## config.mk

```make
export PLATFORM = sky130hd
export DESIGN_NAME = dpm_port
export DESIGN_NICKNAME = d
export VERILOG_FILES = /design/src/rtl/dpm_pkg.sv /design/src/rtl/dpm_phase_track.sv /design/src/rtl/dpm_bank.sv /design/src/rtl/dpm_steer.sv /design/src/rtl/dpm_port.sv
export SDC_FILE = /design/constraint.sdc
export NUM_CORES = 2
export LEC_CHECK = 0
export ABC_CLOCK_PERIOD_IN_PS = 4900
export CORE_ASPECT_RATIO = 1.2
export CORE_MARGIN = 8
export CORE_UTILIZATION = 30
export CTS_CLUSTER_DIAMETER = 40
export CTS_CLUSTER_SIZE = 40
export DETAILED_ROUTE_END_ITERATION = 16
export DONT_BUFFER_PORTS = 1
export GPL_TIMING_DRIVEN = 1
export SYNTH_ARGS = -nofsm -noshare
export SYNTH_HDL_FRONTEND = slang
export SYNTH_HIERARCHICAL = 1
export SYNTH_SLANG_ARGS = --single-unit
```

## constraint.sdc

```tcl
create_clock -name clk_fast -period 4.9 [get_ports clk_fast]
set_input_delay 0.49 -clock clk_fast [delete_from_list [all_inputs] [get_ports clk_fast]]
set_output_delay 0.49 -clock clk_fast [all_outputs]
set_load 0.01 [all_outputs]
```

## src/rtl/dpm_pkg.sv

```systemverilog
// Shared widths and the phase encoding for the dual-phase memory port.
package dpm_pkg;
    localparam int HALF_W_DEF     = 16;
    localparam int NUM_HALVES_DEF = 2;

    // Which of the two accesses inside a core cycle is under way
    typedef enum logic {
        PH_FETCH = 1'b0,
        PH_DATA  = 1'b1
    } phase_e;
endpackage

```

## src/rtl/dpm_phase_track.sv

```systemverilog
// Phase tracker: records the core clock level on every fast rising edge.
// The recorded level tells which access the next fast edge carries. If the
// core clock was high at the previous edge, the next edge is the data
// access; if it was low, the next edge is the fetch.
// Assumes clk_core toggles halfway between fast rising edges, so its level
// is stable whenever it is sampled.
module dpm_phase_track (
    input  logic           clk_fast,
    input  logic           clk_core,
    output dpm_pkg::phase_e phase
);
    import dpm_pkg::*;

    logic core_seen_q;

    // Sample the core clock level; left free of reset so the phase is right
    // on the first edge after reset is released
    always_ff @(posedge clk_fast) begin
        core_seen_q <= clk_core;
    end

    // Map the previous level onto the current access
    always_comb begin
        phase = core_seen_q ? PH_DATA : PH_FETCH;
    end
endmodule

```

## src/rtl/dpm_bank.sv

```systemverilog
// One half-word storage bank with a registered read port on the fast clock.
// On a write edge the read register keeps its value instead of loading.
// Assumes the address and data are stable at every fast rising edge.
module dpm_bank #(
    parameter int AW = 6,
    parameter int DW = 16
) (
    input  logic          clk_fast,
    input  logic          rst_n,
    input  logic          we,
    input  logic [AW-1:0] addr,
    input  logic [DW-1:0] wdata,
    output logic [DW-1:0] rdata
);
    localparam int DEPTH = 1 << AW;

    logic [DW-1:0] store [DEPTH];

    // Store the half word on a write edge
    always_ff @(posedge clk_fast) begin
        if (we) begin
            store[addr] <= wdata;
        end
    end

    // Registered read; cleared by reset and held across a write
    always_ff @(posedge clk_fast) begin
        if (!rst_n) begin
            rdata <= '0;
        end else if (!we) begin
            rdata <= store[addr];
        end
    end
endmodule

```

## src/rtl/dpm_steer.sv

```systemverilog
// Access steering: picks the address for each phase and gates the write
// enable. It also captures the fetched word when the fetch phase ends.
// Assumes the bank read register holds the fetch result at the data-phase
// edge, which is the edge where it is copied here.
module dpm_steer #(
    parameter int AW = 6,
    parameter int WW = 32
) (
    input  logic            clk_fast,
    input  logic            rst_n,
    input  dpm_pkg::phase_e phase,
    input  logic [AW-1:0]   fetch_addr,
    input  logic [AW-1:0]   data_addr,
    input  logic            wr_req,
    input  logic [WW-1:0]   bank_q,
    output logic [AW-1:0]   mem_addr,
    output logic            mem_we,
    output logic [WW-1:0]   instr_out
);
    import dpm_pkg::*;

    logic [WW-1:0] instr_q;

    // Address select and write gate for the current access
    always_comb begin
        mem_addr = (phase == PH_FETCH) ? fetch_addr : data_addr;
        mem_we   = (phase == PH_DATA) && wr_req;
    end

    // Hold the fetched word from the end of the fetch phase for a core cycle
    always_ff @(posedge clk_fast) begin
        if (!rst_n) begin
            instr_q <= '0;
        end else if (phase == PH_DATA) begin
            instr_q <= bank_q;
        end
    end

    assign instr_out = instr_q;
endmodule

```

## src/rtl/dpm_port.sv

```systemverilog
// Dual-phase shared memory port: one single-ported memory serves an
// instruction fetch and a data access in every core cycle. The memory runs
// on a clock at twice the core rate. Storage is split into half-word banks
// that share one address.
// Assumes clk_fast is phase-locked to clk_core, with core edges falling
// midway between fast rising edges.
module dpm_port #(
    parameter int  ADDR_W     = 6,
    parameter int  HALF_W     = dpm_pkg::HALF_W_DEF,
    parameter int  NUM_HALVES = dpm_pkg::NUM_HALVES_DEF,
    localparam int WORD_W     = HALF_W * NUM_HALVES
) (
    input  logic              clk_core,
    input  logic              clk_fast,
    input  logic              rst_n,
    input  logic [ADDR_W-1:0] fetch_addr,
    input  logic [ADDR_W-1:0] data_addr,
    input  logic [WORD_W-1:0] wr_data,
    input  logic              wr_req,
    output logic [WORD_W-1:0] instr_out,
    output logic [WORD_W-1:0] rd_data
);
    import dpm_pkg::*;

    phase_e            phase;
    logic [ADDR_W-1:0] mem_addr;
    logic              mem_we;
    logic [WORD_W-1:0] bank_q;

    dpm_phase_track u_phase (
        .clk_fast (clk_fast),
        .clk_core (clk_core),
        .phase    (phase)
    );

    dpm_steer #(.AW(ADDR_W), .WW(WORD_W)) u_steer (
        .clk_fast   (clk_fast),
        .rst_n      (rst_n),
        .phase      (phase),
        .fetch_addr (fetch_addr),
        .data_addr  (data_addr),
        .wr_req     (wr_req),
        .bank_q     (bank_q),
        .mem_addr   (mem_addr),
        .mem_we     (mem_we),
        .instr_out  (instr_out)
    );

    // One bank per half word, all on the shared address and enable
    for (genvar h = 0; h < NUM_HALVES; h++) begin : g_half
        dpm_bank #(.AW(ADDR_W), .DW(HALF_W)) u_bank (
            .clk_fast (clk_fast),
            .rst_n    (rst_n),
            .we       (mem_we),
            .addr     (mem_addr),
            .wdata    (wr_data[h*HALF_W +: HALF_W]),
            .rdata    (bank_q[h*HALF_W +: HALF_W])
        );
    end

    assign rd_data = bank_q;
endmodule

```

Word level (Yosys, flattened, before mapping)
Memories as Yosys holds them, arrays and structs flattened. A register that Yosys moved wholly into a read port is not among the register bits.
Index checks and enable logic that the tools add are counted.
- register bits: 33
- bits in latches: 0
- RAM bits: 2048
- bits in read-only memories: 0
- output and inout port bits: 64
- logic and storage cells: 13
- memories: 2
- memory list (name ; depth ; width ; rd ports ; clocked after memory_dff ; wr ports ; RTL line ; RTL):
    g_half[0].u_bank.store ; 64 ; 16 ; 1 ; 1 ; 1 ; dpm_bank.sv:17 ; logic [DW-1:0] store [DEPTH];
    g_half[1].u_bank.store ; 64 ; 16 ; 1 ; 1 ; 1 ; dpm_bank.sv:17 ;
- add/sub/neg operators: 0
- $mul: 0
- div/mod/pow operators: 0
- order comparisons: 0
- equality and inequality tests: 0
- shifts and indexed selects: 0
- multiplexer cells: 4
- bitwise logic cells: 0
- reductions and logical operators: 5
- operators by type and width (operator ; count):
    6-bit two-way mux ; 1
    1-bit zero test ; 4
    1-bit two-way mux ; 3
    1-bit logical AND ; 1

Longest topological paths before layout
- depth in word-level cells: 4
- gate-level depth with buffers: 15

Cells and area by module
Netlist, hierarchy kept.
- by module, submodules not included (module ; instances ; cells each ; area each (µm²) ; seq. area each (µm²)):
    dpm_bank ; 2 ; 2213 ; 40102.2 ; 31069.8
    dpm_steer ; 1 ; 111 ; 1321.3 ; 640.6
    dpm_phase_track ; 1 ; 1 ; 20.0 ; 20.0

Least setup slack after synthesis
Ideal clock, no wire load.
- path type: register to register
- from: register u_phase.core_seen_q
- to: memory g_half[0].u_bank.store[44][0] (enable)
- library setup time: 0.409 ns
- arrival: 3.163 ns
- data required time: 4.491 ns
- setup slack: 1.328 ns
- stages on the path, launching flop included: 11
- path buffers: 6
- period minus slack after synthesis: 3.572 ns
- cell sequence: dfxtp_1 -> buf_6 -> buf_6 -> buf_8 -> mux2_4 -> buf_4 -> buf_6 -> nor2_2 -> clkbuf_1 -> nand2_1 -> nor3_1
- elaborated cells between the ends (all ways): 5
- classes of those cells: 4 x mux; 1 x reduce/logical
- RTL lines (what ; RTL line ; RTL):
    from (decl) ; dpm_phase_track.sv:14 ; logic core_seen_q;
    from (signal assigned) ; dpm_phase_track.sv:19 ; core_seen_q <= clk_core;
    1-bit two-way mux ; dpm_phase_track.sv:24 ; phase = core_seen_q ? PH_DATA : PH_FETCH;
    6-bit two-way mux ; dpm_steer.sv:26 ; mem_addr = (phase == PH_FETCH) ? fetch_addr : data_addr;
    via mem_addr[0] ; dpm_port.sv:26 ; logic [ADDR_W-1:0] mem_addr;
    to (decl) ; dpm_bank.sv:17 ;
The timed path passes the listed nets, and every way through them passes these cells.

Worst setup path after layout
- from: register u_phase.core_seen_q
- to: register g_half[1].u_bank.rdata[1], read port of g_half[1].u_bank.store
- elaborated cells between the ends (all ways): 4
- classes of those cells: 2 x mux; 2 x reduce/logical
- RTL lines (what ; RTL line ; RTL):
    1-bit two-way mux ; dpm_phase_track.sv:24 ;
    6-bit two-way mux ; dpm_steer.sv:26 ;
    via mem_addr[1] ; dpm_port.sv:26 ;
    to (decl) ; dpm_bank.sv:13 ; output logic [DW-1:0] rdata
The timed path passes the listed nets, and every way through them passes these cells.
A chain may end at the register's enable or synchronous reset.

==> results.txt <==
----------------------------------------------------
[Critical path]
  Number of cells traversed by the worst register-to-register path ... 8
  Critical path fanouts, max ... 72
  Data required time of the worst path ... 5.68 ns
  Crit path DAT ... 4.96 ns
  Type of the worst setup path ... reg2reg
  Nature of the critical path endpoint ... register
  Startpoint type of the worst setup path ... register

[Run]
  Max Cap Violations ... 0

[Floorplanning]
  Total I/O pin count ... 112
  Core Footprint ... 270,000 sq um
  Initial core utilization ... 30.2%
  Number of core rows ... 209
  Horizontal die dimension ... 492 microns
  Die ar. ... between 200,000 and 300,000 sq um
  Y dimension of the die ... 587 microns

[Cells and area]
  Commonest non-fill, non-tap cell in the layout ... edfxtp_1
  Area Overhead vs Synth ... 19.9%
  Nets ... 4,879
  Count of filler cells inserted in the layout ... 25,000
  Final core occ ... 36.2%
  Share of final-layout standard cells stronger than drive strength 1 ... between 20% and 30%
  Top library cells by usage in the layout, fill and taps aside ... edfxtp_1 (2,048), clkbuf_16 (285), buf_4 (267)

[STA]
  Clock period minus worst slack ... 4.18 ns
  Clk_skew ... 0.0730 ns
  Part of the cycle the worst path needs ... 85.4%
  Slew Limit Fails ... 0
  Hold Vio Cnt, Final ... 0
  Maximum clock rate ... 0.239 GHz
  Worst relative slew slack ... 2.92%
  Setup repair after global routing missed its margin ... false
  Actual slew at the worst max-slew pin ... 1.45 ns
  Sum of negative setup slack ... 0 ns
  Number of setup violations in the final report ... 0

[Route]
  Average via count per standard cell ... 5.51
  Detailed-route wire length per cell ... just over 30 microns
  Total iterations of the first detailed-routing run ... 6
  Post-detailed-route count of antenna-violating nets ... 0
  Total Routed Length ... around 260 mm
  DRC violation total after the first TritonRoute iteration ... ~7,000
  Routed vias ... 47,700
  Remaining routing DRC violations ... 0

[CTS]
  Number of buffers added by the clock tree synthesis step ... 283
  Clock root buffer master ... clkbuf_16
  Number of gates given a new drive strength after cts ... 0
  Worst-skew pair later-pin latency ... 0.87 ns
  H-Tree Depth ... 5
  Maximum buffer depth of the clock tree ... 4
  # Post-CTS Setup Buffers ... 0
  Clock Pin Slew Worst Setup and Hold Paths ... 0.07 ns
  TritonCTS clock tree ... yes
  CTS sink cnt ... about 2,100

[Power and ir drop]
  Combinational group share of total power ... under 10%
  Switching Power ... 10,800 uW
  Internal Pwr Total ... 33,400 uW
  Worst supply voltage drop on vdd ... between 0.0003 and 0.0004 V
  Power density over the cells ... 453 nW/um^2
  Leakage Power ... 0.0313 uW
  Clock network fraction of design power ... 47.5%
  Switching share of power ... 24.5%
  Share of power burned in registers ... between 40% and 50%

[Run status]
  Outcome ... completed

[Worst hold path]
  Worst hold path depth ... 1
  Worst min path class ... in2reg

[Synthesis]
  Commonest register cell after synthesis ... edfxtp_1
  Syn Nets ... 4,586
  Number of register bits inferred by synthesis ... 2,113
  Post-Synthesis Mean Instance Area ... 18.0 sq um
  Post-synth EDFFs ... 2,048
  Post-synthesis instance area ... ~82,000 sq um
  Number of unique standard cell types used by synthesis ... 64
  Total of warnings raised by yosys ... 6
  Sequential cell area fraction in the yosys report ... ~77%
  Mapped Cells ... 4,538
  Ys async rst share ... 0%

[Global routing]
  Global-route wire length before repair ... 370 mm
  Pin count of the biggest net entering global routing ... 73
  Initial antenna violation count ... 28
  Residual overflow from global routing ... 0
  Total global-route track usage ... 17.5%
  Number of global-route vias before repair ... 46,800

[Placement]
  Port Buffers ... 0
  Final weighted congestion of routability-driven global placement ... between 0.9 and 1
  Post-DP HPWL ... 159 mm

----------------------------------------------------
## metrics by stage
stage	hold slack, ns	setup slack [ns]	std cells	total power [uW]	area (sq um)
6_report	0.0186	0.716	8654	44300	97800
5_1_grt	0.00659	0.739	8647	45300	97700
4_1_cts	0.000930	0.864	8641	44500	97700
3_5_place_dp	0.543	0.896	8085	23200	87000
3_3_place_gp	0.543	0.450	8084	23100	87000
2_1_floorplan	0.518	1.33	4538	21900	81500
## path summary, 6_finish.rpt
path         slack (ns)                             end            startpoint
min                0.02  g_half[0].u_bank/store[16][10]           wr_data[10]
max                0.72       g_half[1].u_bank/rdata[1]   u_phase/core_seen_q
max reg2reg        0.72       g_half[1].u_bank/rdata[1]   u_phase/core_seen_q
min reg2reg        0.58            u_steer/instr_out[9]  u_steer/instr_out[9]
## repair_timing
action	in CTS	in global routing
hold endpoints to repair	2113	0
setup endpoints to repair	0	0
hold buffers	48	0
## worst max-delay path: stages, from the launching register on
cell and delay [ns]:
dfxtp_4 0.39, mux2_8 0.66, nor2b_4 0.55, buf_4 0.59, a221oi_1 0.20, nor3_1 0.55, a2111oi_2 0.13, o211ai_1 0.37
o221a_1 0.29
## cell families after synthesis
family / Yosys count / synth area share (%)
muxes: 524 / 8.46
and+or+nand+nor: 523 / 2.94
AOI/OAI and AO/OA: 1044 / 9.50
buffers and inverters: 334 / 2.09
DFF: 2113 / 77.0
## synth_stat cells (8+ instances only)
library cell  count  area [sq um]
a211oi_1          8          60.1
a21oi_1         134           671
a221o_1          54           541
a221oi_1        258          2260
a222oi_1         14           140
a22o_1           44           385
a22oi_1         160          1200
a31oi_1          40           250
a32oi_1          10          87.6
and2_1            9          56.3
and3_1           14          87.6
buf_1            26          97.6
buf_2           126           631
buf_4            38           285
buf_6            18           203
clkbuf_1        117           439
dfxtp_1          65          1300
edfxtp_1       2048         61500
mux2_2          200          2250
mux2i_1         208          2080
mux4_2          110          2480
nand2_1         124           465
nand2b_1         16           100
nand3_1          20           100
nor2_1          226           848
nor2b_1          44           275
nor3_1           24           120
o211ai_1         16           120
o21a_1           12          90.1
o21ai_0         132           661
o221ai_1         12           105
o22a_1           10          87.6
o22ai_1          70           438
o2bb2ai_1        18           158
o311a_1          12           120
## registers in the layout, indices dropped and copies added (netlist names)
register,flops
g_half.u_bank/rdata,32
u_phase/core_seen_q,1
u_steer/instr_out,32
g_half.u_bank/store,2048
## layer usage
metal  wire length, microns  up-vias  part of all wire [%]  global-route usage [%]
li1                       -    19400                     -                       -
met1                  95900    24600                    36                    21.7
met2                 126000     3023                    48                    28.8
met3                  27800      625                    11                    4.33
met4                  13800       22                   5.2                    8.20
met5                    132        -                 0.050                       0
## final cells by class
class	count	area (sq um)	area share, %
Inverter	8	32.5	0.0333
Clock inverter	207	2470	2.52
Tap cell	3587	4490	4.59
Sequential cell	2113	62800	64.2
Clock buffer	301	7220	7.39
Antenna cell	13	32.5	0.0333
Multi-Input combinational cell	2091	17300	17.7
Timing Repair Buffer	334	3440	3.52
## power by group through the flow
| stage | clock network, uW | logic (uW) | registers, uW |
|---|---|---|---|
| 5_1_grt | 21900 | 3210 | 20100 |
| 3_5_place_dp | 0 | 2630 | 20500 |
| 3_3_place_gp | 0 | 2620 | 20500 |
| 2_1_floorplan | 0 | 1560 | 20400 |
| 6_report | 21000 | 3120 | 20100 |
| 4_1_cts | 21200 | 3070 | 20100 |
Power figures use the tool's default switching activity.
